### src/rtl/dtr_pkg.sv
package dtr_pkg;

  typedef enum logic [1:0] {
    KIND_FETCH = 2'd0,
    KIND_STORE = 2'd1,
    KIND_LOAD  = 2'd2
  } trig_kind_e;

  localparam int CFG_EN_BIT   = 0;
  localparam int CFG_TIM_BIT  = 1;
  localparam int CFG_DATA_BIT = 2;
  localparam int KIND_PERIOD  = 5;

  typedef struct packed {
    logic data_sel;
    logic timing;
    logic enable;
  } trig_cfg_t;

  // Fixed kind of trigger k, repeating every five pairs.
  function automatic trig_kind_e trig_kind(input int k);
    int grp;
    int half;
    grp  = (k / 2) % KIND_PERIOD;
    half = k % 2;
    case (grp)
      0:       return KIND_FETCH;
      1:       return KIND_STORE;
      2:       return KIND_LOAD;
      3:       return (half == 1) ? KIND_STORE : KIND_FETCH;
      default: return (half == 1) ? KIND_LOAD : KIND_FETCH;
    endcase
  endfunction

  // Store paired with store cannot be chained.
  function automatic logic chain_legal(input int g);
    return !((trig_kind(2 * g) == KIND_STORE) && (trig_kind(2 * g + 1) == KIND_STORE));
  endfunction

  // Turn a written word into a config; loads refuse data selection.
  function automatic trig_cfg_t decode_cfg(input logic [2:0] bits, input trig_kind_e kind);
    trig_cfg_t c;
    c.enable   = bits[CFG_EN_BIT];
    c.timing   = bits[CFG_TIM_BIT];
    c.data_sel = bits[CFG_DATA_BIT] && (kind != KIND_LOAD);
    return c;
  endfunction

  // Hit after enable and source selection.
  function automatic logic effective_hit(input trig_cfg_t c, input logic a_hit, input logic d_hit);
    return c.enable && (c.data_sel ? d_hit : a_hit);
  endfunction

endpackage

### src/rtl/dtr_cfg_regs.sv
module dtr_cfg_regs
  import dtr_pkg::*;
#(
  parameter int NUM_GROUPS = 5,
  parameter int XLEN       = 64,
  parameter int CSR_AW     = 12,
  parameter int CFG_BASE   = 12'h7A0,
  parameter int CHAIN_ADDR = 12'h7B0,
  localparam int TRIG_N    = 2 * NUM_GROUPS
) (
  input  logic              clk,
  input  logic              rst_n,
  input  logic              csr_wen,
  input  logic [CSR_AW-1:0] csr_addr,
  input  logic [XLEN-1:0]   csr_wdata,
  output logic [TRIG_N-1:0] en_q,
  output logic [TRIG_N-1:0] tim_q,
  output logic [TRIG_N-1:0] dsel_q,
  output logic [NUM_GROUPS-1:0] chain_q
);

  logic unused_wdata_hi;
  assign unused_wdata_hi = ^csr_wdata[XLEN-1:3];

  logic chain_sel;
  assign chain_sel = csr_wen && (csr_addr == CSR_AW'(CHAIN_ADDR));

  for (genvar k = 0; k < TRIG_N; k++) begin : g_trig
    localparam trig_kind_e KIND = trig_kind(k);
    trig_cfg_t cfg_r;
    logic      sel;
    assign sel = csr_wen && (csr_addr == CSR_AW'(CFG_BASE + k));

    always_ff @(posedge clk or negedge rst_n) begin
      if (!rst_n) begin
        cfg_r <= '0;
      end else if (sel) begin
        cfg_r <= decode_cfg(csr_wdata[2:0], KIND);
      end
    end

    assign en_q[k]   = cfg_r.enable;
    assign tim_q[k]  = cfg_r.timing;
    assign dsel_q[k] = cfg_r.data_sel;
  end

  for (genvar g = 0; g < NUM_GROUPS; g++) begin : g_chain
    if (chain_legal(g)) begin : g_legal
      logic bit_r;
      always_ff @(posedge clk or negedge rst_n) begin
        if (!rst_n) begin
          bit_r <= 1'b0;
        end else if (chain_sel) begin
          bit_r <= csr_wdata[g];
        end
      end
      assign chain_q[g] = bit_r;
    end else begin : g_forced
      assign chain_q[g] = 1'b0;
    end
  end

endmodule

### src/rtl/dtr_pair_resolve.sv
module dtr_pair_resolve
  import dtr_pkg::*;
(
  input  logic [1:0] en,
  input  logic [1:0] tim,
  input  logic [1:0] dsel,
  input  logic [1:0] addr_hit,
  input  logic [1:0] data_hit,
  input  logic       chain,
  output logic [1:0] eff_hit,
  output logic [1:0] fire
);

  trig_cfg_t cfg_lo;
  trig_cfg_t cfg_hi;
  logic      pair_ok;

  always_comb begin
    cfg_lo = '{data_sel: dsel[0], timing: tim[0], enable: en[0]};
    cfg_hi = '{data_sel: dsel[1], timing: tim[1], enable: en[1]};
    eff_hit[0] = effective_hit(cfg_lo, addr_hit[0], data_hit[0]);
    eff_hit[1] = effective_hit(cfg_hi, addr_hit[1], data_hit[1]);
    pair_ok    = eff_hit[0] && eff_hit[1] && (tim[0] == tim[1]);
    if (chain) begin
      fire = {pair_ok, pair_ok};
    end else begin
      fire = eff_hit;
    end
  end

endmodule

### src/rtl/dtr_fire_select.sv
module dtr_fire_select #(
  parameter int TRIG_N = 10,
  localparam int IDX_W = $clog2(TRIG_N)
) (
  input  logic [TRIG_N-1:0] fire_vec,
  input  logic [TRIG_N-1:0] tim,
  output logic              trap_now,
  output logic              trap_next,
  output logic [IDX_W-1:0]  fire_idx
);

  function automatic logic [IDX_W-1:0] lowest_set(input logic [TRIG_N-1:0] v);
    logic [IDX_W-1:0] idx;
    idx = '0;
    for (int i = TRIG_N - 1; i >= 0; i--) begin
      if (v[i]) idx = IDX_W'(i);
    end
    return idx;
  endfunction

  always_comb begin
    trap_now  = |(fire_vec & ~tim);
    trap_next = |(fire_vec & tim);
    fire_idx  = lowest_set(fire_vec);
  end

endmodule

### src/rtl/dtr_trigger_chain_resolver.sv
module dtr_trigger_chain_resolver
  import dtr_pkg::*;
#(
  parameter int NUM_GROUPS = 5,
  parameter int XLEN       = 64,
  parameter int CSR_AW     = 12,
  parameter int CFG_BASE   = 12'h7A0,
  parameter int CHAIN_ADDR = 12'h7B0,
  localparam int TRIG_N    = 2 * NUM_GROUPS,
  localparam int IDX_W     = $clog2(TRIG_N)
) (
  input  logic              clk,
  input  logic              rst_n,
  input  logic              csr_wen,
  input  logic [CSR_AW-1:0] csr_addr,
  input  logic [XLEN-1:0]   csr_wdata,
  input  logic [TRIG_N-1:0] addr_hit,
  input  logic [TRIG_N-1:0] data_hit,
  output logic              trap_now,
  output logic              trap_next,
  output logic [IDX_W-1:0]  fire_idx
);

  logic [TRIG_N-1:0]     en_q;
  logic [TRIG_N-1:0]     tim_q;
  logic [TRIG_N-1:0]     dsel_q;
  logic [NUM_GROUPS-1:0] chain_q;
  logic [TRIG_N-1:0]     eff_hit;
  logic [TRIG_N-1:0]     fire_vec;

  dtr_cfg_regs #(
    .NUM_GROUPS (NUM_GROUPS),
    .XLEN       (XLEN),
    .CSR_AW     (CSR_AW),
    .CFG_BASE   (CFG_BASE),
    .CHAIN_ADDR (CHAIN_ADDR)
  ) u_cfg (
    .clk       (clk),
    .rst_n     (rst_n),
    .csr_wen   (csr_wen),
    .csr_addr  (csr_addr),
    .csr_wdata (csr_wdata),
    .en_q      (en_q),
    .tim_q     (tim_q),
    .dsel_q    (dsel_q),
    .chain_q   (chain_q)
  );

  for (genvar g = 0; g < NUM_GROUPS; g++) begin : g_pair
    dtr_pair_resolve u_pair (
      .en       (en_q[2*g +: 2]),
      .tim      (tim_q[2*g +: 2]),
      .dsel     (dsel_q[2*g +: 2]),
      .addr_hit (addr_hit[2*g +: 2]),
      .data_hit (data_hit[2*g +: 2]),
      .chain    (chain_q[g]),
      .eff_hit  (eff_hit[2*g +: 2]),
      .fire     (fire_vec[2*g +: 2])
    );
  end

  dtr_fire_select #(
    .TRIG_N (TRIG_N)
  ) u_sel (
    .fire_vec  (fire_vec),
    .tim       (tim_q),
    .trap_now  (trap_now),
    .trap_next (trap_next),
    .fire_idx  (fire_idx)
  );

endmodule

### config.mk
export PLATFORM = sky130hd
export DESIGN_NAME = dtr_trigger_chain_resolver
export DESIGN_NICKNAME = d
export VERILOG_FILES = /design/src/rtl/dtr_pkg.sv /design/src/rtl/dtr_cfg_regs.sv /design/src/rtl/dtr_pair_resolve.sv /design/src/rtl/dtr_fire_select.sv /design/src/rtl/dtr_trigger_chain_resolver.sv
export SDC_FILE = /design/constraint.sdc
export NUM_CORES = 1
export LEC_CHECK = 0
export BUFFER_PORTS_ARGS = -buffer_cell sky130_fd_sc_hd__buf_2
export CAP_MARGIN = 20
export CORE_ASPECT_RATIO = 0.9
export CORE_MARGIN = 2
export CORE_UTILIZATION = 44
export DETAILED_ROUTE_END_ITERATION = 8
export PLACE_DENSITY_LB_ADDON = 0.05
export REMOVE_ABC_BUFFERS = 1
export SYNTH_ARGS = -nofsm -noshare
export SYNTH_HDL_FRONTEND = slang
export SYNTH_SLANG_ARGS = --single-unit
### constraint.sdc
create_clock -name clk -period 1.7 [get_ports clk]
set_input_delay 0.085 -clock clk [delete_from_list [all_inputs] [get_ports clk]]
set_output_delay 0.085 -clock clk [all_outputs]
set_load 0.1 [all_outputs]
==> qor.txt <==
LAYOUT
-----------------------------------------------------------------------------------------------------
Net count reported at finish                                                                      342
Diode count                                                                                         0
Layout area overhead                                                                            43.4%
FILL cells                                                                                        333
Commonest non-fill, non-tap cell in the layout                                           sky130_fd_sc_hd__buf_2
Area of combinational cells with multiple inputs                                         0.00116 mm^2
Register cell area after layout                                                              776 um^2
Highest-count cells in the layout ignoring fill and taps                                 sky130_fd_sc_hd__buf_2, sky130_fd_sc_hd__mux2_2, sky130_fd_sc_hd__dfrtp_1
Fraction of final layout cells with drive strength greater than 1                               57.2%

STA
-----------------------------------------------------------------------------------------------------
Transition at the pin with the smallest max-transition slack                                 0.710 ns
Number of setup violations in the final report                                                      6
Pins over their slew limit                                                                          0
Post-layout min period                                                                        2.12 ns
Highest achievable clock rate                                                               0.471 GHz
Clk_skew                                                                                         0 ns
Worst hold-check slack                                                                      0.0348 ns
Part of the cycle the worst path needs                                                           125%
Setup WS post-layout                                                                        -0.422 ns
Max transition margin                                                                           52.7%
Sum of negative setup slack                                                                  -1.99 ns
Final Hold Vio Count                                                                                0
Unrepaired setup endpoints after global routing                                                   yes

STATUS
-----------------------------------------------------------------------------------------------------
Failing checks                                                                           setup timing
Run status                                                                               finished, violations left

WORST SETUP PATH
-----------------------------------------------------------------------------------------------------
Kind of launch point of the worst setup path                                                     flop
CP endpoint kind                                                                           output pin
R2R depth                                                                                           3
Path type of the worst setup path                                                          reg -> out
Maximum fanout encountered on the critical timing path                                              4
Setup slack of the most critical reg-to-reg path                                              0.67 ns
Arrival time at the worst endpoint                                                            2.04 ns
CP Data Required Time                                                                         1.62 ns
Source of the worst register-to-register timing path                                     u_cfg.dsel_q[1]$_DFFE_PN0P_
Endpoint of the most critical register-to-register path                                  u_cfg.dsel_q[1]$_DFFE_PN0P_

JOB
-----------------------------------------------------------------------------------------------------
Max_cap viols                                                                                       0

SYNTH
-----------------------------------------------------------------------------------------------------
Post-synthesis share of cell area spent on full adders, half adders and majority gates             0%
Combinational family with the most area after synthesis                                  multiplexers
Portion of netlist area occupied by mux cells                                                   23.6%
Number of instances in the synthesized netlist                                                    170
Count of unique library cells instantiated by Yosys                                                38
Number of synthesized flops with an enable pin                                                      0
Synthesized flop and latch total                                                                   31
Post-Synthesis Cell Area                                                                 0.00181 mm^2
Post-synthesis simple-gate area fraction                                                        17.5%
Xor/xnor share of the synthesized area                                                          1.94%
Primary flip-flop cell chosen by synthesis mapping                                       sky130_fd_sc_hd__dfrtp_1
Post-synthesis sequential area ratio                                                            42.8%
Fraction of synthesis flops using an asynchronous set or reset pin                               100%
Mean area per synthesized cell                                                              10.6 um^2
Synthesis Warnings                                                                                  0
Complex-gate fraction of the synthesized area                                                   13.1%

ROUTE
-----------------------------------------------------------------------------------------------------
Iteration-0 DRC Markers                                                                           115
Vias per cell                                                                                    5.79
Count of antenna-violating nets left after detailed routing                                         0
Highest routing layer actually used                                                              met4
Routed wire length                                                                            5010 um
Iteration count of the initial detailed-routing pass                                                4
Routed met2 length                                                                            2280 um
DR WL/cell                                                                                    17.2 um
Count of unresolved DRC violations after routing                                                    0
Metal-1 WL                                                                                    2270 um
Vias                                                                                             1684
Routed length on met3                                                                          278 um

PLACEMENT
-----------------------------------------------------------------------------------------------------
Hpwl dp                                                                                       3760 um
I/O Buffers                                                                                        42
Setup WS pre-CTS                                                                            -0.321 ns
Final Wtd Congestion                                                                            0.894

MIN PATH
-----------------------------------------------------------------------------------------------------
Min-Delay Endpoint                                                                       u_cfg.g_chain[4].g_legal.bit_r$_DFFE_PN0P_
Worst min-delay path startpoint                                                          csr_wdata[4]
Hold Crit Class                                                                             in -> reg
WHS Path Cells                                                                                      2

POWER
-----------------------------------------------------------------------------------------------------
Leakage                                                                                       1.26 nW
Peak supply drop                                                                           0.000438 V
Sum of internal, switching and leakage power                                                  1.48 mW
Ratio of total power to cell area                                                         568 mW/mm^2

DIE
-----------------------------------------------------------------------------------------------------
Die width                                                                                     71.6 um
Effective utilization at floorplan                                                              45.0%
Cell Rows                                                                                          22
Core footprint                                                                           0.00402 mm^2
Floorplan die area                                                                       0.00464 mm^2
Height of the die                                                                             64.9 um
I/O pin count                                                                                     105

GLOBAL ROUTING
-----------------------------------------------------------------------------------------------------
Global-route wire length before repair                                                        8000 um
Antenna violations before repair                                                                    0
Vias in the first global route                                                                   1697
Global route total overflow                                                                         0
Pin count of the biggest net entering global routing                                               32
Overall routing resource usage                                                                  23.0%

CLOCK TREE
-----------------------------------------------------------------------------------------------------
Clock slew at reported path FFs                                                               0.06 ns
Number of H-tree levels                                                                             2
Max Root-Sink Buffers                                                                               2
Clock Tree Root                                                                          sky130_fd_sc_hd__clkbuf_8
TritonCTS clock tree                                                                             done
Clock insertion delay at the later pin of the skew report                                     0.29 ns
Number of sinks handled by clock tree synthesis                                                    31
Num CTS Buffers                                                                                     5

==> sequential cells by signal, summed over array words and instances, names as in the netlist <==
name / count
u_cfg.g_chain.g_legal.bit_r: 4
u_cfg.en_q: 10
u_cfg.tim_q: 10
u_cfg.dsel_q: 7
==> stage by stage <==
stage / util, % / area (um^2) / std cells
3_3_place_gp: 57.2 / 2300 / 278
3_5_place_dp: 57.2 / 2300 / 278
5_1_grt: 64.6 / 2600 / 291
2_1_floorplan: - / 1800 / 168
6_report: 64.6 / 2600 / 291
4_1_cts: 62.1 / 2500 / 288
==> critical path, cell delays in order, from the launching register on <==
cell and delay [ns]:
sky130_fd_sc_hd__dfrtp_1 0.39, sky130_fd_sc_hd__mux2_4 0.25, sky130_fd_sc_hd__nand2_4 0.06, sky130_fd_sc_hd__a211o_1 0.29
sky130_fd_sc_hd__a2111o_1 0.37, sky130_fd_sc_hd__a21oi_2 0.20, sky130_fd_sc_hd__buf_12 0.20
==> cells in the mapped netlist (2+ instances only) <==
library cell                n  share of area, %
sky130_fd_sc_hd__xor2_1     3               1.5
sky130_fd_sc_hd__and3b_1    2              0.97
sky130_fd_sc_hd__dfrtp_1   31                43
sky130_fd_sc_hd__a211oi_1   2              0.83
sky130_fd_sc_hd__inv_1      3              0.62
sky130_fd_sc_hd__o22ai_1    4               1.4
sky130_fd_sc_hd__o32ai_1    3               1.5
sky130_fd_sc_hd__and2_1     2              0.69
sky130_fd_sc_hd__o21a_1     3               1.2
sky130_fd_sc_hd__a22oi_1    2              0.83
sky130_fd_sc_hd__nand3_1    7               1.9
sky130_fd_sc_hd__mux2_2    38                24
sky130_fd_sc_hd__nor2_1    11               2.3
sky130_fd_sc_hd__a31oi_1    3               1.0
sky130_fd_sc_hd__nor2b_1    2              0.69
sky130_fd_sc_hd__nor3_1     6               1.7
sky130_fd_sc_hd__nand2b_1   2              0.69
sky130_fd_sc_hd__and3_1     2              0.69
sky130_fd_sc_hd__nand2_1   13               2.7
sky130_fd_sc_hd__nand4_1    4               1.4
sky130_fd_sc_hd__o21ai_0    3              0.83
sky130_fd_sc_hd__a21oi_1    7               1.9
sky130_fd_sc_hd__clkbuf_1   2              0.41
==> where the power goes <==
group | total (mW) | switching, mW | internal, mW
sequential | 0.744 | 0.00342 | 0.741
combinational | 0.141 | 0.0770 | 0.0641
clock | 0.590 | 0.273 | 0.317
total | 1.48 | 0.353 | 1.12
==> worst max path at each step <==
stage | startpoint | endpoint | slack (ns) | cells past startpoint
floorplan | u_cfg.dsel_q[7]$_DFFE_PN0P_ | trap_now | -2.73 | 4
global placement | u_cfg.dsel_q[7]$_DFFE_PN0P_ | trap_now | -0.25 | 7
global route | u_cfg.dsel_q[7]$_DFFE_PN0P_ | fire_idx[0] | -0.49 | 6
finish | u_cfg.dsel_q[6]$_DFFE_PN0P_ | fire_idx[0] | -0.42 | 6
detailed placement | u_cfg.dsel_q[7]$_DFFE_PN0P_ | trap_now | -0.32 | 7
CTS | u_cfg.dsel_q[6]$_DFFE_PN0P_ | fire_idx[0] | -0.43 | 6
==> logic make-up after synthesis <==
kind of cell / Yosys count
xor gates and xnor gates: 4
muxes: 38
buffers and inverters: 5
AOI/OAI and AO/OA: 34
and+or+nand+nor: 58
DFF: 31
==> cell type report <==
| cell class | count | area share [%] |
|---|---|---|
| clock buffers | 6 | 3.18 |
| repair buffers | 68 | 19.2 |
| inverters | 3 | 0.434 |
| clock inverters | 1 | 0.193 |
| well taps | 48 | 2.31 |
| flip-flops and latches | 31 | 29.9 |
| multi-input cells | 134 | 44.8 |
==> metal layers <==
| metal | track usage (%) | vias up |
|---|---|---|
| li1 | - | 788 |
| met1 | 29.4 | 816 |
| met2 | 36.9 | 63 |
| met3 | 5.29 | 17 |
| met4 | 10.4 | 0 |
| met5 | 0 | - |
==> repair_timing <==
item / CTS / global route
hold buffers: 1 / 0
buffers inserted: 2 / 3
resized for setup: 23 / 15
pin swaps: 6 / 9
endpoints found under the hold margin: 31 / 0
endpoints found under the setup margin: 6 / 6
(Power assumes the default switching activity.)
